==> src/rtl/rp_ctl_pkg.sv <==
package rp_ctl_pkg;

  typedef enum logic {
    MSG_ASSERT   = 1'b0,
    MSG_DEASSERT = 1'b1
  } pme_msg_e;

  // Escalation gate: override bypasses the root-control enable.
  function automatic logic esc_allowed(input logic ovr, input logic ce_en);
    return ovr | ce_en;
  endfunction

endpackage

==> src/rtl/rp_ctl_regfile.sv <==
module rp_ctl_regfile #(
  parameter int DATA_W  = 32,
  parameter int OVR_BIT = 1,
  parameter int EN_BIT  = 0
) (
  input  logic              clk,
  input  logic              rst_n,
  input  logic              reg_wr,
  input  logic [DATA_W-1:0] reg_wdata,
  output logic [DATA_W-1:0] reg_rdata,
  output logic              ovr_q,
  output logic              en_q,
  output logic              en_fall,
  output logic              en_rise
);

  always_ff @(posedge clk or negedge rst_n) begin
    if (!rst_n) begin
      ovr_q <= 1'b0;
      en_q  <= 1'b0;
    end else if (reg_wr) begin
      ovr_q <= reg_wdata[OVR_BIT];
      en_q  <= reg_wdata[EN_BIT];
    end
  end

  // Named events for the message sequencer.
  assign en_fall = reg_wr & en_q & ~reg_wdata[EN_BIT];
  assign en_rise = reg_wr & ~en_q & reg_wdata[EN_BIT];

  always_comb begin
    reg_rdata          = '0;
    reg_rdata[OVR_BIT] = ovr_q;
    reg_rdata[EN_BIT]  = en_q;
  end

  a_r2_write_readback: assert property (@(posedge clk) disable iff (!rst_n)
    reg_wr |=> (reg_rdata[OVR_BIT] == $past(reg_wdata[OVR_BIT])) &&
               (reg_rdata[EN_BIT]  == $past(reg_wdata[EN_BIT])));

endmodule

==> src/rtl/rp_err_gate.sv <==
module rp_err_gate
  import rp_ctl_pkg::*;
(
  input  logic clk,
  input  logic rst_n,
  input  logic ovr_q,
  input  logic rootctrl_ce_en,
  input  logic corr_err,
  output logic esc_pulse
);

  always_ff @(posedge clk or negedge rst_n) begin
    if (!rst_n) esc_pulse <= 1'b0;
    else        esc_pulse <= corr_err & esc_allowed(ovr_q, rootctrl_ce_en);
  end

  // a pulse needs an error one cycle earlier under an open gate.
  a_r4_esc_cause: assert property (@(posedge clk) disable iff (!rst_n)
    esc_pulse |-> $past(corr_err) && ($past(ovr_q) || $past(rootctrl_ce_en)));

  // override forwards every error.
  a_r3_override: assert property (@(posedge clk) disable iff (!rst_n)
    (corr_err && ovr_q) |=> esc_pulse);

endmodule

==> src/rtl/rp_pme_seq.sv <==
module rp_pme_seq
  import rp_ctl_pkg::*;
(
  input  logic     clk,
  input  logic     rst_n,
  input  logic     en_q,
  input  logic     en_fall,
  input  logic     en_rise,
  input  logic     acpi_mode,
  input  logic     pme_req,
  input  logic     pme_clr,
  input  logic     msg_ready,
  output logic     msg_valid,
  output pme_msg_e msg_type
);

  logic     pending_q;
  pme_msg_e type_q;
  logic     asserted_q;   // last accepted message was an assert
  logic     owed_q;       // enable was dropped; cleanup may be due

  logic gen_ok, accept;
  logic sched_cleanup, sched_assert, sched_deassert;

  assign gen_ok         = en_q & acpi_mode;
  assign accept         = pending_q & msg_ready;
  assign sched_cleanup  = ~pending_q & owed_q & asserted_q;
  assign sched_assert   = ~pending_q & ~sched_cleanup & gen_ok & pme_req & ~asserted_q;
  assign sched_deassert = ~pending_q & ~sched_cleanup & gen_ok & pme_clr & asserted_q;

  always_ff @(posedge clk or negedge rst_n) begin
    if (!rst_n) begin
      pending_q  <= 1'b0;
      type_q     <= MSG_ASSERT;
      asserted_q <= 1'b0;
      owed_q     <= 1'b0;
    end else begin
      if (accept) begin
        pending_q  <= 1'b0;
        asserted_q <= (type_q == MSG_ASSERT);
      end
      if (sched_cleanup || sched_deassert) begin
        pending_q <= 1'b1;
        type_q    <= MSG_DEASSERT;
      end else if (sched_assert) begin
        pending_q <= 1'b1;
        type_q    <= MSG_ASSERT;
      end
      if (en_fall)                        owed_q <= 1'b1;
      else if (en_rise || sched_cleanup)  owed_q <= 1'b0;
      else if (!pending_q && !asserted_q) owed_q <= 1'b0;
    end
  end

  assign msg_valid = pending_q;
  assign msg_type  = type_q;

  // offered message is held unchanged until taken.
  a_r7_hold: assert property (@(posedge clk) disable iff (!rst_n)
    (msg_valid && !msg_ready) |=> msg_valid && $stable(msg_type));

  // no assert is offered while the last accepted one was an assert.
  a_r6_no_double_assert: assert property (@(posedge clk) disable iff (!rst_n)
    (msg_valid && msg_type == MSG_ASSERT) |-> !asserted_q);

  // a fresh assert offer needs enable and ACPI mode one cycle earlier.
  a_r5_gate: assert property (@(posedge clk) disable iff (!rst_n)
    ($rose(msg_valid) && msg_type == MSG_ASSERT) |-> $past(en_q) && $past(acpi_mode));

  // an owed cleanup is offered on the next cycle.
  a_r8_cleanup: assert property (@(posedge clk) disable iff (!rst_n)
    (owed_q && asserted_q && !pending_q) |=> msg_valid && msg_type == MSG_DEASSERT);

endmodule

==> src/rtl/rp_pme_err_ctl.sv <==
module rp_pme_err_ctl
  import rp_ctl_pkg::*;
#(
  parameter int DATA_W  = 32,
  parameter int OVR_BIT = 1,
  parameter int EN_BIT  = 0
) (
  input  logic              clk,
  input  logic              rst_n,
  input  logic              reg_wr,
  input  logic [DATA_W-1:0] reg_wdata,
  output logic [DATA_W-1:0] reg_rdata,
  input  logic              rootctrl_ce_en,
  input  logic              acpi_mode,
  input  logic              corr_err,
  input  logic              pme_req,
  input  logic              pme_clr,
  output logic              esc_pulse,
  output logic              msg_valid,
  output logic              msg_type,
  input  logic              msg_ready
);

  logic     ovr_q, en_q, en_fall, en_rise;
  pme_msg_e msg_type_e;

  rp_ctl_regfile #(.DATA_W(DATA_W), .OVR_BIT(OVR_BIT), .EN_BIT(EN_BIT)) u_regs (
    .clk(clk), .rst_n(rst_n), .reg_wr(reg_wr), .reg_wdata(reg_wdata),
    .reg_rdata(reg_rdata), .ovr_q(ovr_q), .en_q(en_q),
    .en_fall(en_fall), .en_rise(en_rise));

  rp_err_gate u_err (
    .clk(clk), .rst_n(rst_n), .ovr_q(ovr_q), .rootctrl_ce_en(rootctrl_ce_en),
    .corr_err(corr_err), .esc_pulse(esc_pulse));

  rp_pme_seq u_pme (
    .clk(clk), .rst_n(rst_n), .en_q(en_q), .en_fall(en_fall), .en_rise(en_rise),
    .acpi_mode(acpi_mode), .pme_req(pme_req), .pme_clr(pme_clr),
    .msg_ready(msg_ready), .msg_valid(msg_valid), .msg_type(msg_type_e));

  assign msg_type = msg_type_e;

  // nothing offered in the first cycle out of reset.
  a_r1_quiet_after_reset: assert property (@(posedge clk) disable iff (!rst_n)
    $rose(rst_n) |-> !msg_valid && !esc_pulse);

endmodule

==> config.mk <==
export PLATFORM = sky130hd
export DESIGN_NAME = rp_pme_err_ctl
export DESIGN_NICKNAME = d
export VERILOG_FILES = /design/src/rtl/rp_ctl_pkg.sv /design/src/rtl/rp_ctl_regfile.sv /design/src/rtl/rp_err_gate.sv /design/src/rtl/rp_pme_seq.sv /design/src/rtl/rp_pme_err_ctl.sv
export SDC_FILE = /design/constraint.sdc
export NUM_CORES = 1
export LEC_CHECK = 0
export ABC_AREA = 0
export BUFFER_PORTS_ARGS = -buffer_cell sky130_fd_sc_hd__buf_2
export CAP_MARGIN = 0
export CORE_MARGIN = 10
export CORE_UTILIZATION = 31
export DETAILED_ROUTE_END_ITERATION = 10
export GPL_TIMING_DRIVEN = 0
export PLACE_DENSITY_LB_ADDON = 0.12
export SYNTH_ARGS = -nofsm -noshare
export SYNTH_HDL_FRONTEND = slang
export SYNTH_SLANG_ARGS = --single-unit
==> constraint.sdc <==
create_clock -name clk -period 1.8 [get_ports clk]
set_input_delay 0.36 -clock clk [delete_from_list [all_inputs] [get_ports clk]]
set_output_delay 0.36 -clock clk [all_outputs]
set_load 0.01 [all_outputs]
---- After elaboration in Yosys (flattened, before gate mapping) ----
Index checks and enable logic that the tools add are counted.
Widths: inputs -> output; s select.
word-level totals
  flip-flop bits (word level) ............. 7
  bits in latches ......................... 0
  memory bits (writable) .................. 0
  memory bits (read-only) ................. 0
  input bits .............................. 41
  output and inout bits ................... 35
  memories kept ........................... 0
operators by class
  add/sub/neg operators ................... 0
  multiply operators ...................... 0
  divide/modulo/power cells ............... 0
  order comparisons ....................... 0
  eq/ne operators ......................... 0
  shift operators ......................... 0
  muxes and demuxes ....................... 8
  bitwise gates (word level) .............. 22
  reductions and logical operators ........ 8
operator list
  kind               count
  $and 1x1->1        15
  $mux 1             8
  $not 1->1          6
  $reduce_bool 3->1  2
  $logic_not 1->1    2
  $logic_or 1x1->1   2
  $reduce_bool 2->1  1
  $logic_and 1x1->1  1
  $or 1x1->1         1

---- Logic depth before layout (Yosys ltp) ----
Gate-level depths: netlist of the first run.
  depth in word-level cells ............... 10
  gate-level depth with buffers ........... 3
  gate-level depth less buffers ........... 3

---- Cells and area by module ----
From an unflattened synthesis of the first run, not the netlist that was laid out.
second synthesis, totals
  cell total of the unflattened synthesis .. 57
  area total of the unflattened synthesis .. 548.0 um^2
modules (own cells, without submodules)
  module          instances  cells each  area an instance (um^2)  seq. area each (um^2)
  rp_ctl_regfile  1          39          336.6                    50.0
  rp_pme_seq      1          16          178.9                    100.1
  rp_err_gate     1          2           32.5                     25.0

---- Least setup slack after synthesis of the first run ----
No wires, ideal clock.
  path kind ............................... reg-to-reg
  from .................................... register u_pme.pending_q (netlist: u_pme.msg_valid)
  to ...................................... register u_pme.type_q (netlist: u_pme.msg_type)
  arrival time ............................ 0.868 ns
  data required time ...................... 1.682 ns
  path slack .............................. 0.814 ns
  cell stages (with the launch flop) ...... 4
  buffers on the path ..................... 0
  cell sequence ........................... dfrtp_1 nor2_1 nand4_1 a21o_1
between the ends
  word-level cells in the longest chain between the ends .. 10
RTL lines
  item                                                RTL line                                              text
  start: declaration                                  rp_pme_seq.sv:17                                      logic pending_q;
  start signal: assignment                            rp_pme_seq.sv:33                                      pending_q <= 1'b0;
  start signal: assignment                            rp_pme_seq.sv:39                                      pending_q <= 1'b0;
  start signal: assignment                            rp_pme_seq.sv:43                                      pending_q <= 1'b1;
  $not 1->1 *                                         rp_pme_seq.sv:27, rp_pme_seq.sv:28, rp_pme_seq.sv:29
  $and 1x1->1 (2 in a row)                            rp_pme_seq.sv:27                                      assign sched_cleanup = ~pending_q & owed_q & asserted_q;
  $not 1->1                                           rp_pme_seq.sv:28, rp_pme_seq.sv:29
  $and 1x1->1 (2 in a row)                            rp_pme_seq.sv:28, rp_pme_seq.sv:29
  $and 1x1->1 (2 in a row)                            rp_pme_seq.sv:29                                      assign sched_deassert = ~pending_q & ~sched_cleanup & gen_ok & pme_clr & asserted_q;
  $logic_or 1x1->1                                    rp_pme_seq.sv:42                                      if (sched_cleanup || sched_deassert) begin
  $mux 1 / $reduce_bool 2->1 (equally long branches)  -
  end signal: assignment                              rp_pme_seq.sv:34                                      type_q <= MSG_ASSERT;
  end signal: assignment                              rp_pme_seq.sv:44                                      type_q <= MSG_DEASSERT;
  end signal: assignment                              rp_pme_seq.sv:47                                      type_q <= MSG_ASSERT;
  end: declaration                                    rp_pme_seq.sv:18                                      pme_msg_e type_q;
Mark *: on every way between the ends. The rest lies on a longest branch, timed or not.
A chain may end at the register's enable or synchronous reset.

---- Final worst setup path of the first run ----
  from .................................... register u_regs.en_q
  to ...................................... output port reg_rdata[0]
RTL lines
  item                      RTL line              text
  start: declaration        rp_ctl_regfile.sv:12  output logic en_q,
  start signal: assignment  rp_ctl_regfile.sv:23  en_q <= reg_wdata[EN_BIT];
  end: declaration          rp_pme_err_ctl.sv:12  output logic [DATA_W-1:0] reg_rdata,
No word-level cell between the ends.

==> results of run 1 <==
where the power goes:
group | internal, mW | switching (mW) | total [mW]
registers | 0.198 | 0.0425 | 0.240
clock network | 0.0847 | 0.0596 | 0.144
logic | 0.113 | 0.0930 | 0.206
total | 0.395 | 0.195 | 0.590
worst reg2reg max path, delay by kind of cell (launching register included):
kind            cells  cell delay, ps
compound gates      1             200
flops               1             460
simple gates        2             260
final timing paths:
check | startpoint | end | slack [ps]
setup / recovery | u_regs.en_q | reg_rdata[0] | 490
hold / removal | reg_wdata[0] | u_pme.owed_q | 310
setup reg to reg | u_pme.msg_valid | u_pme.msg_type | 770
hold reg to reg | u_pme.msg_type | u_pme.asserted_q | 490
max in group asynchronous | rst_n | u_pme.owed_q | 1160
min in group asynchronous | rst_n | u_regs.ovr_q | 480
through the flow:
step	power [mW]	util, %	hold WS (ps)	cells	worst slack (ps)
global placement	0.444	47.4	201	116	749
global route	0.638	49.7	316	121	422
detailed placement	0.447	47.4	208	116	753
floorplan	0.388	-	64.4	85	814
CTS	0.597	49.7	305	121	472
finish	0.590	49.7	310	121	492
area by class of cell:
class	count	area, um^2
Fill cell	163	785
Buffer	32	240
Multi-Input combinational cell	45	224
Sequential cell	7	175
Timing Repair Buffer	16	85.1
Clock buffer	4	26.3
Tap cell	16	20.0
Inverter	1	3.75
synth_stat cells (2+ instances only):
cell	instances
buf_4	32
dfrtp_1	7
a31oi_1	2
mux2_2	2
sequential cells by signal, summed over array words and instances (netlist names):
name              cells
u_regs.en_q           1
u_regs.ovr_q          1
u_err.esc_pulse       1
u_pme.owed_q          1
u_pme.msg_valid       1
u_pme.asserted_q      1
u_pme.msg_type        1
per-layer routing:
metal / routed length (um) / track usage, %
met5: 0 / 0
met3: 246 / 5.76
met2: 573 / 9.81
met4: 0 / 2.87
met1: 446 / 6.16
kinds of logic (layout without fill, tap and decap cells):
group | Yosys count | count (layout) | share of synthesized area (%)
buf+inv | 33 | 53 | 45.7
compound gates | 8 | 8 | 9.84
flops | 7 | 7 | 32.8
simple gates | 5 | 5 | 6.79
mux | 2 | 2 | 4.22
other cells | 1 | 30 | 0.702
==> qor.txt, run 1 <==
Critical Path End Type: output port
routability congestion estimate: 0.607
grt total ovfl: 0
core area: 1560 um^2
first-pass GRT wire length: 1.85 mm
Post-DRT Antenna Nets: 0
Synth Flop Type: dfrtp_1
CP peak stage delay: 420 ps
final hold vios: 0
vias in the first global route: 409
Post-Route Setup TNS: 0 ps
Ant. Diodes: 0
warnings from Yosys: 0
Die Area: 3780 um^2
Post-DP Area: 738 um^2
crit-path cells: buf_4 > buf_2
Post-Layout Inst Area: 774 um^2
Hold Crit Class: input port to flop
Buf/Inv on CP: 2
number of flops mapped to enable cells by yosys: 0
DRC: 0
DR iter-0 viols: 10
PortBufs: 15
setup bufs post-CTS: 0
Cells after Synth: 56
Starting Density: 34.3%
final wirelength: 1.27 mm
fin crit period: 1310 ps
MaxCap Viol Count: 0
area share of the largest cell type after synthesis: 45.0%
cell row count: 14
most frequent cells in the layout: buf_4, conb_1, buf_2
CP Launch Type: flop
Fin Clk Skew: 0.628 ps
reg2reg path depth: 3
die span in y: 61.5 um
commonest non-fill, non-tap cell in the layout: buf_4
worst path required time: 1440 ps
io pins: 76
peak fanout along the critical path: 6
PwrDens: 762 nW/um^2
ranking of synthesized cells by area: buf_4, dfrtp_1, mux2_2
Cells on Worst Hold Path: 2
critical path arrival: 950 ps
Clock Sinks: 7
TritonCTS buffer count: 3
layout cell share with drive strength beyond 1: 50.5%
Leakage: 0.473 nW
Clock Pin Slew Worst Setup and Hold Paths: 50 ps
H-Tree Depth: 1
CTS tree: built
Tcrit/Tclk final: 72.7%
global-route usage over all layers: 6.50%
Setup CP Type: flop to output port
vias per cell: 3.36
Worst-Skew Late Latency: 250 ps
Seq cells post-synth: 7
Post-synth ARST share: 100%
# setup viols final: 0
layout overhead on the synthesized area: 45.0%
outcome: complete, no violations
cell taking the most area after synthesis: buf_4
Peak VDD IR: 0.415 mV
initial antenna violation count: 0
HPWL Detailed: 1.15 mm
largest buffer count on any clock path: 2
Routed wire per std cell: 10.5 um
Max Freq: 764 MHz
largest net degree at the start of global routing: 9
CP Depth: 2
root buf cell: clkbuf_4
top cell family by delay on the critical path: flip-flops
synthesized cell area: 534 um^2
register area share after synthesis: 32.8%
RSZ-0062 raised after global routing: false
syn_area_per_cell: 9.54 um^2
Die X: 61.5 um
Yosys cell types: 17
drt first pass iters: 4
Final Slew Violations: 0
fin nets: 147
cts hold-fix bufs: 1
vias: 406
slowest CP cell: dfrtp_1
post_cts resized: 0
(Power assumes the default switching activity.)
==> inputs of run 2 (changes only) <==
ABC_AREA = 1   (was 0)
CORE_UTILIZATION = 27   (was 31)
clock period = 1.1 ns   (was 1.8 ns; I/O delays follow)
==> qor.txt, run 2 <==
top cells by count, synth: buf_4, nand2_1, dfrtp_1
top-count cell post-synth: buf_4
H-Tree Depth: 1 (unchanged)
Final Slew Violations: 0 (unchanged)
vias: 470 (+16%)
cell taking the most area after synthesis: buf_4
outcome: complete, no violations
post-synthesis compound-gate area fraction: 6.11% (-3.7 points)
MaxCap Viol Count: 0 (unchanged)
ranking of synthesized cells by area: buf_4, dfrtp_1, nand2_1
fin crit period: 1070 ps
critical path arrival: 850 ps (-100 ps)
layout overhead on the synthesized area: 51.6%
TritonCTS buffer count: 3 (unchanged)
DRC: 0 (unchanged)
post-route setup slack: 25.6 ps (-466 ps)
Tcrit/Tclk final: 97.7%
Hold EP: u_regs.ovr_q
Starting Density: 28.2% (-6.1 points)
RSZ-0062 raised after global routing: false
Routed wire per std cell: 9.06 um (-13%)
Post-synth ARST share: 100% (unchanged)
root buf cell: clkbuf_4
Critical Path End Type: output port
Tot Pwr: 987 uW (+67%)
# setup viols final: 0 (unchanged)
drt first pass iters: 3 (-1)
most frequent cells in the layout: buf_4, conb_1, buf_2
core area: 1960 um^2 (+26%)
combinational family with the most area after synthesis: buffers and inverters
internal reg-to-reg setup slack: 120 ps (-650 ps)
fin nets: 162 (+10%)
Peak VDD IR: 0.397 mV (-4.1%)
register area share after synthesis: 31.7% (-1.1 points)
reg2reg path depth: 4 (+1)
post-synthesis simple-gate area fraction: 15.4% (+8.6 points)
syn_area_per_cell: 8.01 um^2 (-16%)
Worst-Skew Late Latency: 240 ps (about the same)
Post-Synth XOR/XNOR Area: 0% (unchanged)
Hold Crit Class: input port to flop
Post-Layout Inst Area: 838 um^2 (+8.2%)
Post-DP Area: 771 um^2 (+4.4%)
PortBufs: 15 (unchanged)
synthesized cell area: 553 um^2 (+3.5%)
commonest non-fill, non-tap cell in the layout: buf_4
RR Endpoint: u_pme.msg_type
Setup CP Type: flop to output port
Place WS: 138 ps (-615 ps)
Max Freq: 931 MHz
initial antenna violation count: 0 (unchanged)
Die Area: 4260 um^2 (+13%)
global-route usage over all layers: 6.40% (-0.10 points)
peak fanout along the critical path: 2 (-4)
Post-Route Setup TNS: 0 ps (unchanged)
io pins: 76 (unchanged)
Clock Pin Slew Worst Setup and Hold Paths: 50 ps (about the same)
Synth Area in Adders: 0% (unchanged)
reg-to-reg startpoint: u_regs.en_q
final wirelength: 1.33 mm (+5.2%)
Seq cells post-synth: 7 (unchanged)
DR iter-0 viols: 4 (-6)
HPWL Detailed: 1.14 mm (-0.62%)
first-pass GRT wire length: 2.13 mm (+15%)
Synth Flop Type: dfrtp_1
largest net degree at the start of global routing: 8 (-1)
routability congestion estimate: 0.694 (+14%)
layout cell share with drive strength beyond 1: 46.7% (-3.8 points)
Post-DRT Antenna Nets: 0 (unchanged)
Ant. Diodes: 0 (unchanged)
die span in y: 65.3 um (+6.1%)
area share of the largest cell type after synthesis: 43.4% (-1.5 points)
worst path required time: 880 ps (-560 ps)
cell row count: 16 (+2)
Fin Clk Skew: 1.03 ps (+0.398 ps)
mux share of post-synthesis cell area: 0% (-4.2 points)
CP Launch Type: flop
CTS tree: built
PwrDens: 1180 nW/um^2 (+55%)
Cells after Synth: 69 (+23%)
largest buffer count on any clock path: 2 (unchanged)
vias per cell: 3.20 (-4.7%)
final hold vios: 0 (unchanged)
Leakage: 0.518 nW (+9.5%)
Yosys cell types: 15 (-2)
Cells on Worst Hold Path: 3 (+1)
warnings from Yosys: 0 (unchanged)
number of flops mapped to enable cells by yosys: 0 (unchanged)
Die X: 65.3 um (+6.1%)
grt total ovfl: 0 (unchanged)
Min-Delay Startpoint: reg_wdata[1]
Clock Sinks: 7 (unchanged)
vias in the first global route: 473 (+16%)
==> run 2: worst max path at each step <==
stage                               start             end  depth (start not counted)
after detailed placement  u_pme.msg_valid  u_pme.msg_type                          4
after CTS                     u_regs.en_q    reg_rdata[0]                          2
after global routing      u_pme.msg_valid       msg_valid                          1
after floorplan           u_pme.msg_valid  u_pme.msg_type                          4
final                        u_regs.ovr_q    reg_rdata[1]                          2
after global placement    u_pme.msg_valid  u_pme.msg_type                          4
==> run 2: metal layers <==
metal	up-vias	global-route usage, %	share of wire (%)	wire length (um)
met2	26	9.88	51	683
met3	2	3.73	13	174
met4	0	6.42	2.0	27
met5	-	0	0	0
met1	190	5.67	34	447
li1	252	-	-	-
==> run 2: area by class of cell <==
cell class	instances	area [um^2]
buffer	31	236
clock buffer	4	26.3
fill	213	1120
inverter	4	15.0
multi-input combinational	55	231
sequential	7	175
tap	27	33.8
timing repair buffer	19	120
==> run 2: what timing repair did <==
action / 4_1_cts / 5_1_grt
setup buffers: 2 / 1
hold buffers: 1 / 0
endpoints found under the setup margin: 2 / 2
gates resized for setup: 2 / 1
hold endpoints to repair: 7 / 0
pin swaps: 0 / 0
==> run 2: critical path, cell delays in order (launching register included) <==
cell     delay [ps]
dfrtp_1         380
buf_6           120
buf_6           110
==> run 2: logic make-up after synthesis <==
group | Yosys count
simple gates | 19
flops | 7
compound gates | 6
buf+inv | 36
other cells | 1
==> run 2: metrics by stage <==
stage	util, %	hold slack (ps)	std cells
6_report	42.7	176	147
5_1_grt	42.7	164	147
4_1_cts	42.5	165	147
3_5_place_dp	39.3	58.0	140
3_3_place_gp	39.3	57.3	140
2_1_floorplan	-	-75.6	98
==> run 2: power breakdown <==
group | total (mW) | switching [mW] | internal, mW | leakage [nW]
Clock | 0.224 | 0.0859 | 0.138 | 0.0150
Combinational | 0.381 | 0.195 | 0.187 | 0.418
Sequential | 0.382 | 0.0605 | 0.322 | 0.0847
Total | 0.987 | 0.341 | 0.646 | 0.518
==> inputs of run 3 (changes only) <==
REMOVE_ABC_BUFFERS = 1   (was default)
==> qor.txt, run 3 (synthesis gave the netlist of run 2 again) <==
largest net degree at the start of global routing: 8 (unchanged)
grt total ovfl: 0 (unchanged)
CP Launch Type: flop
Die X: 65.3 um (unchanged)
DRC: 0 (unchanged)
initial antenna violation count: 0 (unchanged)
layout cell share with drive strength beyond 1: 29.9% (-17 points)
Buf/Inv on CP: 1 (-1)
placed insts: 108 (-23%)
commonest non-fill, non-tap cell in the layout: conb_1
critical path arrival: 840 ps (about the same)
Worst-Skew Late Latency: 250 ps (about the same)
vias per cell: 3.32 (+4.0%)
most frequent cells in the layout: conb_1, buf_2, nand2_1
fin crit period: 1060 ps (-11.0 ps)
routability congestion estimate: 0.633 (-8.8%)
Die Area: 4260 um^2 (unchanged)
Post-DP Area: 531 um^2 (-31%)
Place WS: 162 ps (+24.3 ps)
Tcrit/Tclk final: 96.7% (-1.0 points)
internal power: 581 uW (-10%)
Leakage: 0.336 nW (-35%)
worst path required time: 880 ps (about the same)
CTS tree: built
vias: 379 (-19%)
outcome: complete, no violations
TritonCTS buffer count: 3 (unchanged)
Post-Layout Cell Count: 114 (-22%)
largest buffer count on any clock path: 2 (unchanged)
Fin Clk Skew: 10.5 ps (+9.44 ps)
io pins: 76 (unchanged)
CP Depth: 1 (-1)
Critical Path End Type: output port
reg-to-reg startpoint: u_pme.msg_valid
sw frac: 36.7% (+2.2 points)
post-route setup slack: 36.5 ps (+11.0 ps)
fin nets: 129 (-20%)
# setup viols final: 0 (unchanged)
internal reg-to-reg setup slack: 170 ps (+50 ps)
Post-DRT Antenna Nets: 0 (unchanged)
CP peak stage delay: 440 ps (+60 ps)
crit-path cells: buf_2
drt first pass iters: 2 (-1)
RR Endpoint: u_pme.msg_type
cell row count: 16 (unchanged)
final wirelength: 1.18 mm (-11%)
Routed wire per std cell: 10.4 um (+14%)
worst hold margin: 163 ps (-13.1 ps)
Clock Pin Slew Worst Setup and Hold Paths: 60 ps (about the same)
FILL cells: 243 (+14%)
Starting Density: 28.2% (unchanged)
reg2reg path depth: 4 (unchanged)
clock power share: 25.5% (+2.8 points)
H-Tree Depth: 1 (unchanged)
Peak VDD IR: 0.557 mV (+40%)
PwrDens: 1570 nW/um^2 (+33%)
core area: 1960 um^2 (unchanged)
DR iter-0 viols: 8 (+4)
PortBufs: 15 (unchanged)
Max Freq: 940 MHz (+1.0%)
Ant. Diodes: 0 (unchanged)
slowest CP cell: dfrtp_2
Flop pwr share: 42.3% (+3.6 points)
top cell family by delay on the critical path: flip-flops
RSZ-0062 raised after global routing: false
final hold vios: 0 (unchanged)
combinational fraction of design power: 32.2% (-6.4 points)
Clock Sinks: 7 (unchanged)
HPWL Detailed: 1.07 mm (-6.5%)
Critical Path Source: u_regs.en_q
MaxCap Viol Count: 0 (unchanged)
root buf cell: clkbuf_4
sw power: 337 uW (-1.1%)
crit path to: reg_rdata[0]
vias in the first global route: 418 (-12%)
die span in y: 65.3 um (unchanged)
Post-Route Setup TNS: 0 ps (unchanged)
first-pass GRT wire length: 1.90 mm (-11%)
Final Slew Violations: 0 (unchanged)
peak fanout along the critical path: 5 (+3)
Hold Crit Class: input port to flop
global-route usage over all layers: 5.54% (-0.86 points)
Post-Layout Inst Area: 584 um^2 (-30%)
Setup CP Type: flop to output port
layout overhead on the synthesized area: 5.66%
run 3: timing repair:
item | CTS | global route
resized for setup | 1 | 2
hold endpoints to repair | 7 | 0
hold buffers | 1 | 0
buffers inserted | 0 | 1
endpoints found under the setup margin | 1 | 2
cloned | 0 | 0
run 3: metal layers:
layer / vias to the layer above / routed length (um) / global-route usage, %
met5: - / 0 / 0
met4: 0 / 6 / 1.60
met3: 2 / 156 / 4.58
met2: 28 / 564 / 8.66
met1: 161 / 453 / 5.48
li1: 188 / - / -
run 3: worst min-delay path by stage:
| stage | from | endpoint | slack, ps | depth (start not counted) |
|---|---|---|---|---|
| 2_1_floorplan | rst_n | u_err.esc_pulse | -80 | 0 |
| 3_3_place_gp | rst_n | u_pme.asserted_q | 70 | 1 |
| 3_5_place_dp | rst_n | u_pme.msg_type | 70 | 1 |
| 4_1_cts | rootctrl_ce_en | u_err.esc_pulse | 160 | 2 |
| 5_1_grt | rootctrl_ce_en | u_err.esc_pulse | 150 | 2 |
| 6_report | rootctrl_ce_en | u_err.esc_pulse | 160 | 2 |
run 3: stage by stage:
step	utilization [%]	power, mW
5_1_grt	29.8	1.01
3_3_place_gp	27.0	0.649
4_1_cts	29.0	0.895
2_1_floorplan	-	0.547
3_5_place_dp	27.0	0.649
6_report	29.8	0.918
run 3: area by class of cell:
| class | instances | area [um^2] | share of cell area (%) |
|---|---|---|---|
| multi-input cells | 55 | 231 | 39.6 |
| repair buffers | 17 | 98.8 | 16.9 |
| inverters | 4 | 15.0 | 2.57 |
| clock buffers | 3 | 22.5 | 3.85 |
| clock inverters | 1 | 5.00 | 0.857 |
| flip-flops and latches | 7 | 178 | 30.4 |
| well taps | 27 | 33.8 | 5.78 |
run 3: power groups by stage:
stage / combinational (mW) / clock [mW] / sequential (mW)
2_1_floorplan: 0.148 / 0 / 0.399
3_3_place_gp: 0.255 / 0 / 0.394
3_5_place_dp: 0.255 / 0 / 0.394
4_1_cts: 0.259 / 0.245 / 0.391
5_1_grt: 0.337 / 0.267 / 0.406
6_report: 0.296 / 0.234 / 0.388
